File: src/rtl/cip_pkg.sv
package cip_pkg;
  localparam int PRIO_W = 8;
  localparam int VEC_W  = 24;
  localparam int WORD_W = PRIO_W + VEC_W;

  typedef logic [PRIO_W-1:0] prio_t;
  typedef logic [VEC_W-1:0]  vec_t;

  localparam prio_t PRIO_NONE    = '1;
  localparam vec_t  VEC_SPURIOUS = '0;
  localparam vec_t  VEC_IPI      = vec_t'(2);

  localparam int WIDX_POLL   = 0;
  localparam int WIDX_ACCEPT = 1;
  localparam int WIDX_IPI    = 3;

  localparam logic [3:0] BE_WORD = 4'b1111;
  localparam logic [3:0] BE_TOP  = 4'b1000;

  // lower number = more favoured
  function automatic logic beats(prio_t cand, prio_t thresh);
    return cand < thresh;
  endfunction

  function automatic logic [WORD_W-1:0] pack_word(prio_t p, vec_t v);
    return {p, v};
  endfunction
endpackage

File: src/rtl/cip_arbiter.sv
module cip_arbiter
  import cip_pkg::*;
(
  input  prio_t cppr,
  input  prio_t ipi_prio,
  input  logic  src_valid,
  input  prio_t src_prio,
  input  vec_t  src_vector,
  output logic  pend,
  output logic  ipi_hit,
  output logic  ext_hit,
  output prio_t sel_prio,
  output vec_t  sel_vec
);
  logic take_ipi;

  always_comb begin
    ipi_hit  = (ipi_prio != PRIO_NONE) && beats(ipi_prio, cppr);
    ext_hit  = src_valid && beats(src_prio, cppr);
    take_ipi = ipi_hit && (!ext_hit || !beats(src_prio, ipi_prio));
    pend     = ipi_hit || ext_hit;
    if (take_ipi) begin
      sel_prio = ipi_prio;
      sel_vec  = VEC_IPI;
    end else if (ext_hit) begin
      sel_prio = src_prio;
      sel_vec  = src_vector;
    end else begin
      sel_prio = PRIO_NONE;
      sel_vec  = VEC_SPURIOUS;
    end
  end

  always_comb begin

    if (ipi_hit && ext_hit && (ipi_prio == src_prio))
      ipi_tie_wins_chk: assert (sel_vec == VEC_IPI);

    if (pend)
      pend_strict_chk: assert (sel_prio < cppr);
  end
endmodule

File: src/rtl/cip_regs.sv
module cip_regs
  import cip_pkg::*;
#(
  parameter int ADDR_W = 5
) (
  input  logic              clk,
  input  logic              rst_n,
  input  logic              bus_sel,
  input  logic              bus_we,
  input  logic [ADDR_W-1:0] bus_addr,
  input  logic [3:0]        bus_be,
  input  logic [WORD_W-1:0] bus_wdata,
  input  logic              pend,
  input  prio_t             sel_prio,
  output prio_t             cppr,
  output prio_t             ipi_prio,
  output logic              eoi_valid,
  output vec_t              eoi_vector,
  output logic              accept_evt,
  output logic              eoi_evt
);
  localparam int WIDX_W = ADDR_W - 2;

  logic              aligned;
  logic [WIDX_W-1:0] widx;
  logic              prio_evt;
  logic              ipi_evt;

  always_comb begin
    aligned    = (bus_addr[1:0] == 2'b00);
    widx       = bus_addr[ADDR_W-1:2];
    accept_evt = bus_sel && !bus_we && aligned && (widx == WIDX_W'(WIDX_ACCEPT)) && pend;
    eoi_evt    = bus_sel && bus_we && aligned && (widx == WIDX_W'(WIDX_ACCEPT)) && (bus_be == BE_WORD);
    prio_evt   = bus_sel && bus_we && aligned && (widx == WIDX_W'(WIDX_ACCEPT)) && (bus_be == BE_TOP);
    ipi_evt    = bus_sel && bus_we && aligned && (widx == WIDX_W'(WIDX_IPI)) && bus_be[3];
  end

  always_ff @(posedge clk) begin
    if (!rst_n) begin
      cppr       <= '0;
      ipi_prio   <= PRIO_NONE;
      eoi_valid  <= 1'b0;
      eoi_vector <= '0;
    end else begin
      eoi_valid <= eoi_evt;
      if (eoi_evt) eoi_vector <= bus_wdata[VEC_W-1:0];
      if (accept_evt)
        cppr <= sel_prio;
      else if (eoi_evt || prio_evt)
        cppr <= bus_wdata[WORD_W-1 -: PRIO_W];
      if (ipi_evt) ipi_prio <= bus_wdata[WORD_W-1 -: PRIO_W];
    end
  end


  accept_raise_chk: assert property (@(posedge clk) disable iff (!rst_n)
    accept_evt |=> (cppr == $past(sel_prio)));

  eoi_pulse_chk: assert property (@(posedge clk) disable iff (!rst_n)
    eoi_evt |=> (eoi_valid && eoi_vector == $past(bus_wdata[VEC_W-1:0])));

  prio_only_chk: assert property (@(posedge clk) disable iff (!rst_n)
    prio_evt |=> !eoi_valid);

  quiet_chk: assert property (@(posedge clk) disable iff (!rst_n)
    !(accept_evt || eoi_evt || prio_evt) |=> $stable(cppr));
endmodule

File: src/rtl/cpu_irq_presenter.sv
module cpu_irq_presenter
  import cip_pkg::*;
#(
  parameter int ADDR_W = 5
) (
  input  logic              clk,
  input  logic              rst_n,
  input  logic              bus_sel,
  input  logic              bus_we,
  input  logic [ADDR_W-1:0] bus_addr,
  input  logic [3:0]        bus_be,
  input  logic [WORD_W-1:0] bus_wdata,
  output logic [WORD_W-1:0] bus_rdata,
  input  logic              src_valid,
  input  logic [VEC_W-1:0]  src_vector,
  input  logic [PRIO_W-1:0] src_prio,
  output logic              cpu_irq,
  output logic              eoi_valid,
  output logic [VEC_W-1:0]  eoi_vector
);
  prio_t cppr, ipi_prio, sel_prio;
  vec_t  sel_vec;
  logic  pend, ipi_hit, ext_hit, accept_evt, eoi_evt;

  cip_arbiter u_arb (
    .cppr(cppr), .ipi_prio(ipi_prio), .src_valid(src_valid),
    .src_prio(src_prio), .src_vector(src_vector), .pend(pend),
    .ipi_hit(ipi_hit), .ext_hit(ext_hit), .sel_prio(sel_prio), .sel_vec(sel_vec)
  );

  cip_regs #(.ADDR_W(ADDR_W)) u_regs (
    .clk(clk), .rst_n(rst_n), .bus_sel(bus_sel), .bus_we(bus_we),
    .bus_addr(bus_addr), .bus_be(bus_be), .bus_wdata(bus_wdata),
    .pend(pend), .sel_prio(sel_prio), .cppr(cppr), .ipi_prio(ipi_prio),
    .eoi_valid(eoi_valid), .eoi_vector(eoi_vector),
    .accept_evt(accept_evt), .eoi_evt(eoi_evt)
  );

  localparam int WIDX_W = ADDR_W - 2;
  logic [WIDX_W-1:0] ridx;

  always_comb begin
    cpu_irq   = pend;
    ridx      = bus_addr[ADDR_W-1:2];
    bus_rdata = '0;
    if (bus_addr[1:0] == 2'b00) begin
      if (ridx == WIDX_W'(WIDX_POLL) || ridx == WIDX_W'(WIDX_ACCEPT))
        bus_rdata = pack_word(cppr, sel_vec);
      else if (ridx == WIDX_W'(WIDX_IPI))
        bus_rdata = pack_word(ipi_prio, '0);
    end
  end


  reset_state_chk: assert property (@(posedge clk)
    !rst_n |=> (cppr == '0 && ipi_prio == PRIO_NONE && !eoi_valid));

  ipi_none_chk: assert property (@(posedge clk) disable iff (!rst_n)
    (ipi_prio == PRIO_NONE) |-> !ipi_hit);

  accept_drop_chk: assert property (@(posedge clk) disable iff (!rst_n)
    (accept_evt && !eoi_evt && !(ipi_hit && ext_hit)) |=> (!cpu_irq || $changed(src_prio) || $changed(src_valid) || $changed(ipi_prio)));
endmodule

File: config.mk
export PLATFORM = sky130hd
export DESIGN_NAME = cpu_irq_presenter
export DESIGN_NICKNAME = d
export VERILOG_FILES = /design/src/rtl/cip_pkg.sv /design/src/rtl/cip_arbiter.sv /design/src/rtl/cip_regs.sv /design/src/rtl/cpu_irq_presenter.sv
export SDC_FILE = /design/constraint.sdc
export NUM_CORES = 1
export LEC_CHECK = 0
export BUFFER_PORTS_ARGS = -buffer_cell sky130_fd_sc_hd__buf_2
export CAP_MARGIN = 20
export CORE_MARGIN = 1
export CORE_UTILIZATION = 30
export CTS_BUF_LIST = sky130_fd_sc_hd__clkbuf_4
export CTS_CLUSTER_DIAMETER = 80
export DETAILED_ROUTE_END_ITERATION = 8
export PLACE_DENSITY = 0.59
export SKIP_LAST_GASP = 1
export SYNTH_ARGS = -nofsm -noshare
export SYNTH_HDL_FRONTEND = slang
export SYNTH_SLANG_ARGS = --single-unit
File: constraint.sdc
create_clock -name clk -period 2.8 [get_ports clk]
set_input_delay 0.14 -clock clk [delete_from_list [all_inputs] [get_ports clk]]
set_output_delay 0.14 -clock clk [all_outputs]
set_load 0.005 [all_outputs]
# After elaboration in Yosys (flattened, before gate mapping)
# Cells that the tools add are included.
# totals
word_cells	45
ff_bits	41
# op_classes
n_eq_ne	5
mux	9
magnitude_cmp	3
n_reduce_logical	24
# op_table
op	count
$mux 32	3
$mux 24	2
$mux 8	4
$lt 8x8->1	3
$logic_and 1x1->1	14
$eq 4x4->1 const B	2
$ne 8x8->1 const B	1
$logic_or 1x1->1	4
$eq 3x1->1 const B	1
$eq 3x2->1 const B	1
$logic_not 1->1	3
$logic_not 3->1	1
$logic_not 2->1	1
$reduce_bool 2->1	1

# Logic depth before layout (Yosys ltp)
# Gate-level depths: netlist of the first run.
# logic_depth
depth_word	8
ltp_mapped	9
depth_no_buf	9

# Hierarchy
# From an unflattened synthesis of the first run, not the netlist that was laid out.
# unflattened
hier_cells	372
hier_area_um2	3069.2
# by_module_without_submodules
mod	area_per_inst_um2	cells_per_inst	instances	seq_area_each_um2
cip_regs	1865.5	207	1	820.8
cip_arbiter	862.1	110	1	0.0
cpu_irq_presenter	341.6	55	1	0.0

# Worst setup path after synthesis of the first run
# No wires, ideal clock.
# synth_path
path_kind	register to register
start	register u_regs.cppr[6]
end	register u_regs.cppr[0]
path_slack_ns	0.678
stages_incl_launch_ff	10
synth_period_minus_slack_ns	2.122
arrival_time_ns	2.003
setup_time_ns	0.119
required_ns	2.681
path_cell_list	dfxtp_1 -> inv_1 -> ha_1 -> a21o_1 -> a21oi_1 -> o21ai_0 -> o211a_1 -> buf_2 -> a32o_1 -> o221a_1
# synth_between
elab_chain_len	7
word_cells_on_any_way	13
cone_classes	order compare (2); mux (3); reduce/logical (8)
# synth_rtl
element	line_no	source
start, declared	cip_regs.sv:15	output prio_t cppr,
start signal, assigned	cip_regs.sv:48	cppr <= sel_prio;
start signal, assigned	cip_regs.sv:50	cppr <= bus_wdata[WORD_W-1 -: PRIO_W];
$lt 8x8->1	cip_pkg.sv:22	return cand < thresh;
$logic_and 1x1->1	cip_arbiter.sv:19	ext_hit = src_valid && beats(src_prio, cppr);
$logic_not 1->1	cip_arbiter.sv:20	take_ipi = ipi_hit && (!ext_hit || !beats(src_prio, ipi_prio));
$logic_or 1x1->1	cip_arbiter.sv:20	
$logic_and 1x1->1	cip_arbiter.sv:20	
$mux 8	cip_arbiter.sv:22	if (take_ipi) begin
$mux 8	cip_regs.sv:47	if (accept_evt)
# Parallel ways exist; a longest one is shown, timed or not.
# A chain may end at the register's enable or synchronous reset.

# Final worst setup path of the first run
# layout_path
start	register u_regs.ipi_prio[7]
end	output bus_rdata[1]
# layout_between
elab_chain_len	7
word_cells_on_any_way	10
cone_classes	order compare (2); eq/ne (1); mux (3); reduce/logical (4)
# layout_rtl
element	line_no	source
start, declared	cip_regs.sv:16	output prio_t ipi_prio,
start signal, assigned	cip_regs.sv:51	if (ipi_evt) ipi_prio <= bus_wdata[WORD_W-1 -: PRIO_W];
$lt 8x8->1	cip_pkg.sv:22	
$logic_not 1->1	cip_arbiter.sv:20	
$logic_or 1x1->1	cip_arbiter.sv:20	
$logic_and 1x1->1 (*)	cip_arbiter.sv:20	
$mux 24 (*)	cip_arbiter.sv:22	
$mux 32 (*)	cpu_irq_presenter.sv:47	if (ridx == WIDX_W'(WIDX_POLL) || ridx == WIDX_W'(WIDX_ACCEPT))
$mux 32 (*)	cpu_irq_presenter.sv:46	if (bus_addr[1:0] == 2'b00) begin
end, declared	cpu_irq_presenter.sv:13	output logic [WORD_W-1:0] bus_rdata,
# Mark *: on every way between the ends. The rest lies on a longest branch, timed or not.

==> metrics.cfg, run 1 <==
[outcome]
status=complete, no violations

[pwr]
switching_power_uw=267
peakVddDrop_v=0.000233
p_int_uw=831
pwr-share-seq=0.533
combPwrFrac=0.120
power_density_mw_per_mm2=321
power.leakage_nw=1.65
swShare=0.244
p_total_mw=1.10
clockPowerShare=0.347

[clock_tree]
insertion_delay_ns=0.35
cts_buffers=5
cts_setup_buffers=0
root_buffer=clkbuf_4
h-tree-depth=2
cts_buffer_depth=2
postCtsHoldBufs=0
cts_sinks=41
clk_pin_slew_ns=0.13
cts_tree=yes

[sta]
relSlewSlack=0.503
whs_ns=0.0124
period_needed_ns=2.61
grt_setup_unrepaired=no
slew_viol_final=0
worst_slack_ns=0.189
setup_violations=0
clock-skew-final_ns=0.0122
worst_slew_pin_slew_ns=0.746
fin_setup_tns_ns=0
hold_viol_final=0
finalCritPeriodShare=0.932
fmaxAchievable_ghz=0.383

[finish]
drive_above_1_share=0.362
fill_cells=830
instances_no_fill=552
final_area_sq_mm=0.00342
fin_util=0.433
area_growth_pct=36.5
fin_nets=549
multiInputGateArea_sq_mm=0.00158
seqCellArea_sq_um=822
diodes=0

[die]
initial_utilization=0.317
die_w_microns=93.3
row_count=32
io_pins=136
die-area_sq_mm=0.00871
die_h_microns=93.3
core_sq_mm=0.00789

[place]
dp_hpwl_microns=6380
port_buffers=135
pre_cts_slack_ns=0.322
gp_congestion=0.884
placed_area_sq_mm=0.00331
place_inst=545

[grt]
grt_pass1_vias=2714
grtUsageTotal=0.187
gr-total-overflow=0
grt_pass1_wl_microns=12700
antenna_found_initial=0
grt_max_degree=29

[route]
drcViolationCount=0
num_vias=2790
routed_wirelength_microns=8240
ant_nets=0
first_pass_iters=4
drtIter0Drc=153
wire_per_inst_microns=14.9
via_per_inst=5.05

[yosys]
syn_area_sq_mm=0.00250
syn_avg_cell_area_sq_um=7.97
syn_nets=413
ys_ff_latch=41
ys_seq_area_frac=0.328
synth_cells=314
ys_async_sr_fraction=0
yosysWarnings=0
synth_edf_count=0
ys_types=44
synth_top_flop_cell=dfxtp_1

[setup_path]
r2r_cells=7
crit_required_ns=2.66
start_kind=register
crit_type=register to primary output
end_kind=primary output
crit_arrival_ns=2.47
timing.rr.start=u_regs.ipi_prio[1]$_SDFFE_PN1P_
cp_max_fo=9
r2r_end=u_regs.cppr[2]$_SDFFE_PN0P_
r2r_slack_ns=0.32
crit_end=bus_rdata[1]
crit_start=u_regs.ipi_prio[7]$_SDFFE_PN1P_

[run]
drv_cap=0

[min_path]
min-delay-path-class=primary input to register

==> critical path, stage by stage (launching register included) <==
cell     delay [ns]
dfxtp_1        0.44
inv_1          0.08
ha_1           0.31
nand4_1        0.17
o41ai_4        0.43
o211a_2        0.38
a21oi_1        0.07
nor2b_1        0.11
buf_2          0.12
==> registers in the layout (all words and copies together), names as in the netlist <==
register and flops:
u_regs.ipi_prio 8, u_regs.eoi_vector 24, u_regs.cppr 8, u_regs.eoi_valid 1
==> logic make-up (layout without fill, tap and decap cells) <==
| logic type | Yosys count | count (layout) | share of synthesized area |
|---|---|---|---|
| buffers and inverters | 33 | 169 | 0.0505 |
| AOI/OAI and AO/OA | 91 | 91 | 0.264 |
| muxes | 1 | 1 | 0.00400 |
| and+or+nand+nor | 127 | 127 | 0.249 |
| DFF | 41 | 41 | 0.328 |
| adders and majority gates | 21 | 21 | 0.105 |
==> worst min-delay path by stage <==
stage	cells past startpoint	slack (ns)	end	startpoint
2_1_floorplan	2	0.27	u_regs.ipi_prio[0]$_SDFFE_PN1P_	bus_wdata[24]
3_3_place_gp	3	0.38	u_regs.eoi_vector[14]$_SDFFE_PN0P_	bus_wdata[14]
3_5_place_dp	3	0.39	u_regs.ipi_prio[5]$_SDFFE_PN1P_	bus_wdata[29]
4_1_cts	3	0.003	u_regs.ipi_prio[5]$_SDFFE_PN1P_	bus_wdata[29]
5_1_grt	3	0.005	u_regs.eoi_vector[9]$_SDFFE_PN0P_	bus_wdata[9]
6_report	3	0.01	u_regs.ipi_prio[5]$_SDFFE_PN1P_	bus_wdata[29]
==> area by class of cell <==
| type | instances | area share |
|---|---|---|
| clock inverter | 2 | 0.0103 |
| timing repair buffer | 144 | 0.218 |
| sequential | 41 | 0.241 |
| clock buffer | 5 | 0.0110 |
| inverter | 18 | 0.0198 |
| tap | 102 | 0.0374 |
| multi-input combinational | 240 | 0.463 |
==> power by group through the flow <==
stage | Combinational, mW | Sequential (mW) | Clock, mW
after floorplan | 0.0444 | 0.598 | 0
after global placement | 0.130 | 0.598 | 0
after detailed placement | 0.130 | 0.598 | 0
after CTS | 0.132 | 0.585 | 0.398
after global routing | 0.144 | 0.586 | 0.417
final | 0.132 | 0.585 | 0.381
==> placed cells by master (no fill, tap or decap), types with 3 or more instances in the layout <==
cell type	n
ha_1	21
o21a_1	5
nand3_1	6
nand4_1	4
dfxtp_1	40
inv_1	17
a22o_1	8
o211ai_1	9
nand2_1	67
nor4b_1	3
buf_2	135
o21ai_0	3
o22ai_1	6
nor3b_1	3
and2_1	23
buf_4	9
o31ai_1	3
a311oi_1	3
a21oi_1	36
a32oi_1	3
nor2_1	8
clkbuf_4	5
nor3_1	3
==> metal layers <==
layer,up-vias,global-route usage,part of all wire
li1,1392,-,-
met1,1225,0.223,0.42
met2,163,0.332,0.47
met3,10,0.0415,0.096
met4,0,0.0577,0.012
met5,-,0,0
==> what timing repair did <==
item,in CTS,in global routing
gates resized for setup,2,5
cloned,0,0
setup endpoints to repair,23,24
hold endpoints to repair,0,0
==> cell usage after synthesis, drive strengths merged (2+ instances only) <==
master / number / area share
a311oi: 4 / 0.021
o211ai: 9 / 0.027
nor3: 3 / 0.0060
a22o: 8 / 0.028
a32o: 2 / 0.0080
o31ai: 3 / 0.0090
inv: 18 / 0.027
or2: 2 / 0.0050
nand4: 4 / 0.010
o21ai: 4 / 0.0080
o221a: 2 / 0.0090
clkbuf: 13 / 0.020
o211a: 2 / 0.0080
nor3b: 4 / 0.014
nand2: 67 / 0.10
ha: 21 / 0.10
o22ai: 6 / 0.015
a21o: 2 / 0.0060
a32oi: 3 / 0.011
buf: 2 / 0.0040
nor4b: 3 / 0.011
and2: 23 / 0.058
nor2: 8 / 0.012
nand2b: 2 / 0.0060
o21a: 5 / 0.015
dfxtp: 41 / 0.33
a21oi: 36 / 0.072
a211oi: 2 / 0.0060
nand3: 6 / 0.012
(Power assumes the default switching activity.)
==> inputs of run 2 (changes only) <==
Settings changed: CORE_UTILIZATION 30 to 45, CTS_BUF_LIST sky130_fd_sc_hd__clkbuf_4 to sky130_fd_sc_hd__clkbuf_16, PLACE_DENSITY 0.59 to 0.82.
==> run 2 against run 1 <==
  * Utilization up 23 points
  * Critical path type unchanged
  * Hold slack gained 0.084 ns
  * First-iteration DRC count shrank 44%
  * Highest routed layer unchanged
  * Via count increased by 2.7%
  * Power grew 33%
  * Maximum frequency grew 0.31%
  * Setup slack improved by 0.0082 ns
==> metrics.cfg, run 2 (synthesized netlist as in run 1, its figures left out) <==
[place]
port_buffers=135  ; unchanged
dp_hpwl_microns=5810  ; -9.1%
gp_congestion=0.944  ; +6.8%
placed_area_sq_mm=0.00327  ; -1.2%

[finish]
diodes=0  ; unchanged
seqCellArea_sq_um=821  ; -0.15%
fin_nets=549  ; unchanged
largest_reg_flops=24  ; unchanged
drive_above_1_share=0.359  ; -0.00302
area_growth_pct=39.2
fill_cells=452  ; -46%
final_area_sq_mm=0.00348  ; +2.0%
largestRegisters=u_regs.eoi_vector x24, u_regs.cppr x8, u_regs.ipi_prio x8
final_cell_mix=buf_2, nand2_1, dfxtp_1
final_common_cell=buf_2
registers.top_by_ff_count=u_regs.eoi_vector
fin_util=0.665  ; +0.232
multiInputGateArea_sq_mm=0.00157  ; -0.71%

[sta]
fmaxAchievable_ghz=0.384  ; +0.31%
clock-skew-final_ns=0.00301  ; -0.00916 ns
hold_viol_final=0  ; unchanged
relSlewSlack=0.497  ; -0.00589
period_needed_ns=2.60  ; -0.00819 ns
slew_viol_final=0  ; unchanged
worst_slew_pin_slew_ns=0.755  ; +0.00884 ns
finalCritPeriodShare=0.929  ; -0.00292
setup_violations=0  ; unchanged
grt_setup_unrepaired=no
fin_setup_tns_ns=0  ; unchanged

[die]
initial_utilization=0.478  ; +0.161
die-area_sq_mm=0.00586  ; -33%
row_count=26  ; -19%
core_sq_mm=0.00524  ; -34%
die_h_microns=76.6  ; -18%
die_w_microns=76.6  ; -18%
io_pins=136  ; unchanged

[clock_tree]
insertion_delay_ns=0.28  ; -0.07 ns
cts_buffer_depth=2  ; unchanged
cts_buffers=5  ; unchanged
cts_tree=yes
root_buffer=clkbuf_16
postCtsHoldBufs=0  ; unchanged
cts_resized=0  ; -2
h-tree-depth=2  ; unchanged
cts_setup_buffers=0  ; unchanged
clk_pin_slew_ns=0.06  ; -0.07 ns
cts_sinks=41  ; unchanged

[route]
ant_nets=0  ; unchanged
routed_wirelength_microns=7610  ; -7.6%
drcViolationCount=0  ; unchanged
first_pass_iters=4  ; unchanged
num_vias=2866  ; +2.7%
drtIter0Drc=85  ; -44%
via_per_inst=5.50  ; +8.8%
wire_per_inst_microns=14.6  ; -2.2%

[setup_path]
end_kind=primary output
start_kind=register
crit_arrival_ns=2.46  ; about the same
crit_required_ns=2.66  ; about the same
cp_max_fo=9  ; unchanged
crit_type=register to primary output

[grt]
grt_pass1_vias=2628  ; -3.2%
grtUsageTotal=0.257  ; +0.0703
gr-total-overflow=0  ; unchanged
grt_max_degree=29  ; unchanged
grt_pass1_wl_microns=12000  ; -5.2%
antenna_found_initial=0  ; unchanged

[pwr]
power.leakage_nw=1.72  ; +3.8%
power_density_mw_per_mm2=419  ; +30%
peakVddDrop_v=0.000230  ; -1.5%
p_total_mw=1.46  ; +33%

[min_path]
min-delay-path-class=primary input to register

[outcome]
status=complete, no violations

[run]
drv_cap=0  ; unchanged

[run 2: changes by cell type in the layout (fill, tap and decap cells not counted), sizes merged]
| cell | previous run | this run |
|---|---|---|
| bufinv | 1 | 2 |
| inv | 18 | 19 |
| clkinv | 1 | 0 |
[run 2: final cells by class]
type,instances,share of cell area
multi-input cells,240,0.451
flip-flops and latches,41,0.236
clock inverters,3,0.0197
clock buffers,5,0.0359
well taps,70,0.0251
repair buffers,144,0.213
inverters,18,0.0194
[run 2: final timing paths]
kind / slack (ns) / cells past startpoint / to / start
setup reg to reg: 0.40 / 8 / u_regs.cppr[5]$_SDFFE_PN0P_ / u_regs.cppr[3]$_SDFFE_PN0P_
hold reg to reg: 0.45 / 2 / u_regs.eoi_vector[18]$_SDFFE_PN0P_ / u_regs.eoi_vector[18]$_SDFFE_PN0P_
hold / removal: 0.1 / 3 / u_regs.ipi_prio[3]$_SDFFE_PN1P_ / bus_wdata[27]
setup / recovery: 0.20 / 9 / bus_rdata[1] / u_regs.cppr[3]$_SDFFE_PN0P_
[run 2: metal layers]
layer  vias up  global-route usage  share of wire
met1      1293               0.309           0.41
li1       1398                   -              -
met5         -                   0              0
met3        20              0.0527          0.087
met4         0               0.106          0.019
met2       155               0.444           0.48
[run 2: per-stage QoR]
step | hold slack [ns] | setup WS (ns) | instances
CTS | 0.0932 | 0.0482 | 521
global placement | 0.383 | 0.463 | 513
finish | 0.0968 | 0.198 | 521
global route | 0.0954 | 0.0262 | 521
detailed placement | 0.387 | 0.351 | 513
floorplan | 0.268 | 0.678 | 314
[run 2: critical path, stage by stage (launching register included)]
cell and delay [ns]:
dfxtp_1 0.34, inv_1 0.08, ha_1 0.30, o211ai_1 0.09, o21a_1 0.22, o21ai_0 0.39, o211a_1 0.46, a21oi_1 0.07
nor2b_1 0.11, buf_2 0.12
[run 2: report_power, final]
| group | switching (mW) | internal (mW) |
|---|---|---|
| logic | 0.0650 | 0.0646 |
| clock network | 0.233 | 0.514 |
| registers | 0.000978 | 0.584 |
| total | 0.299 | 1.16 |
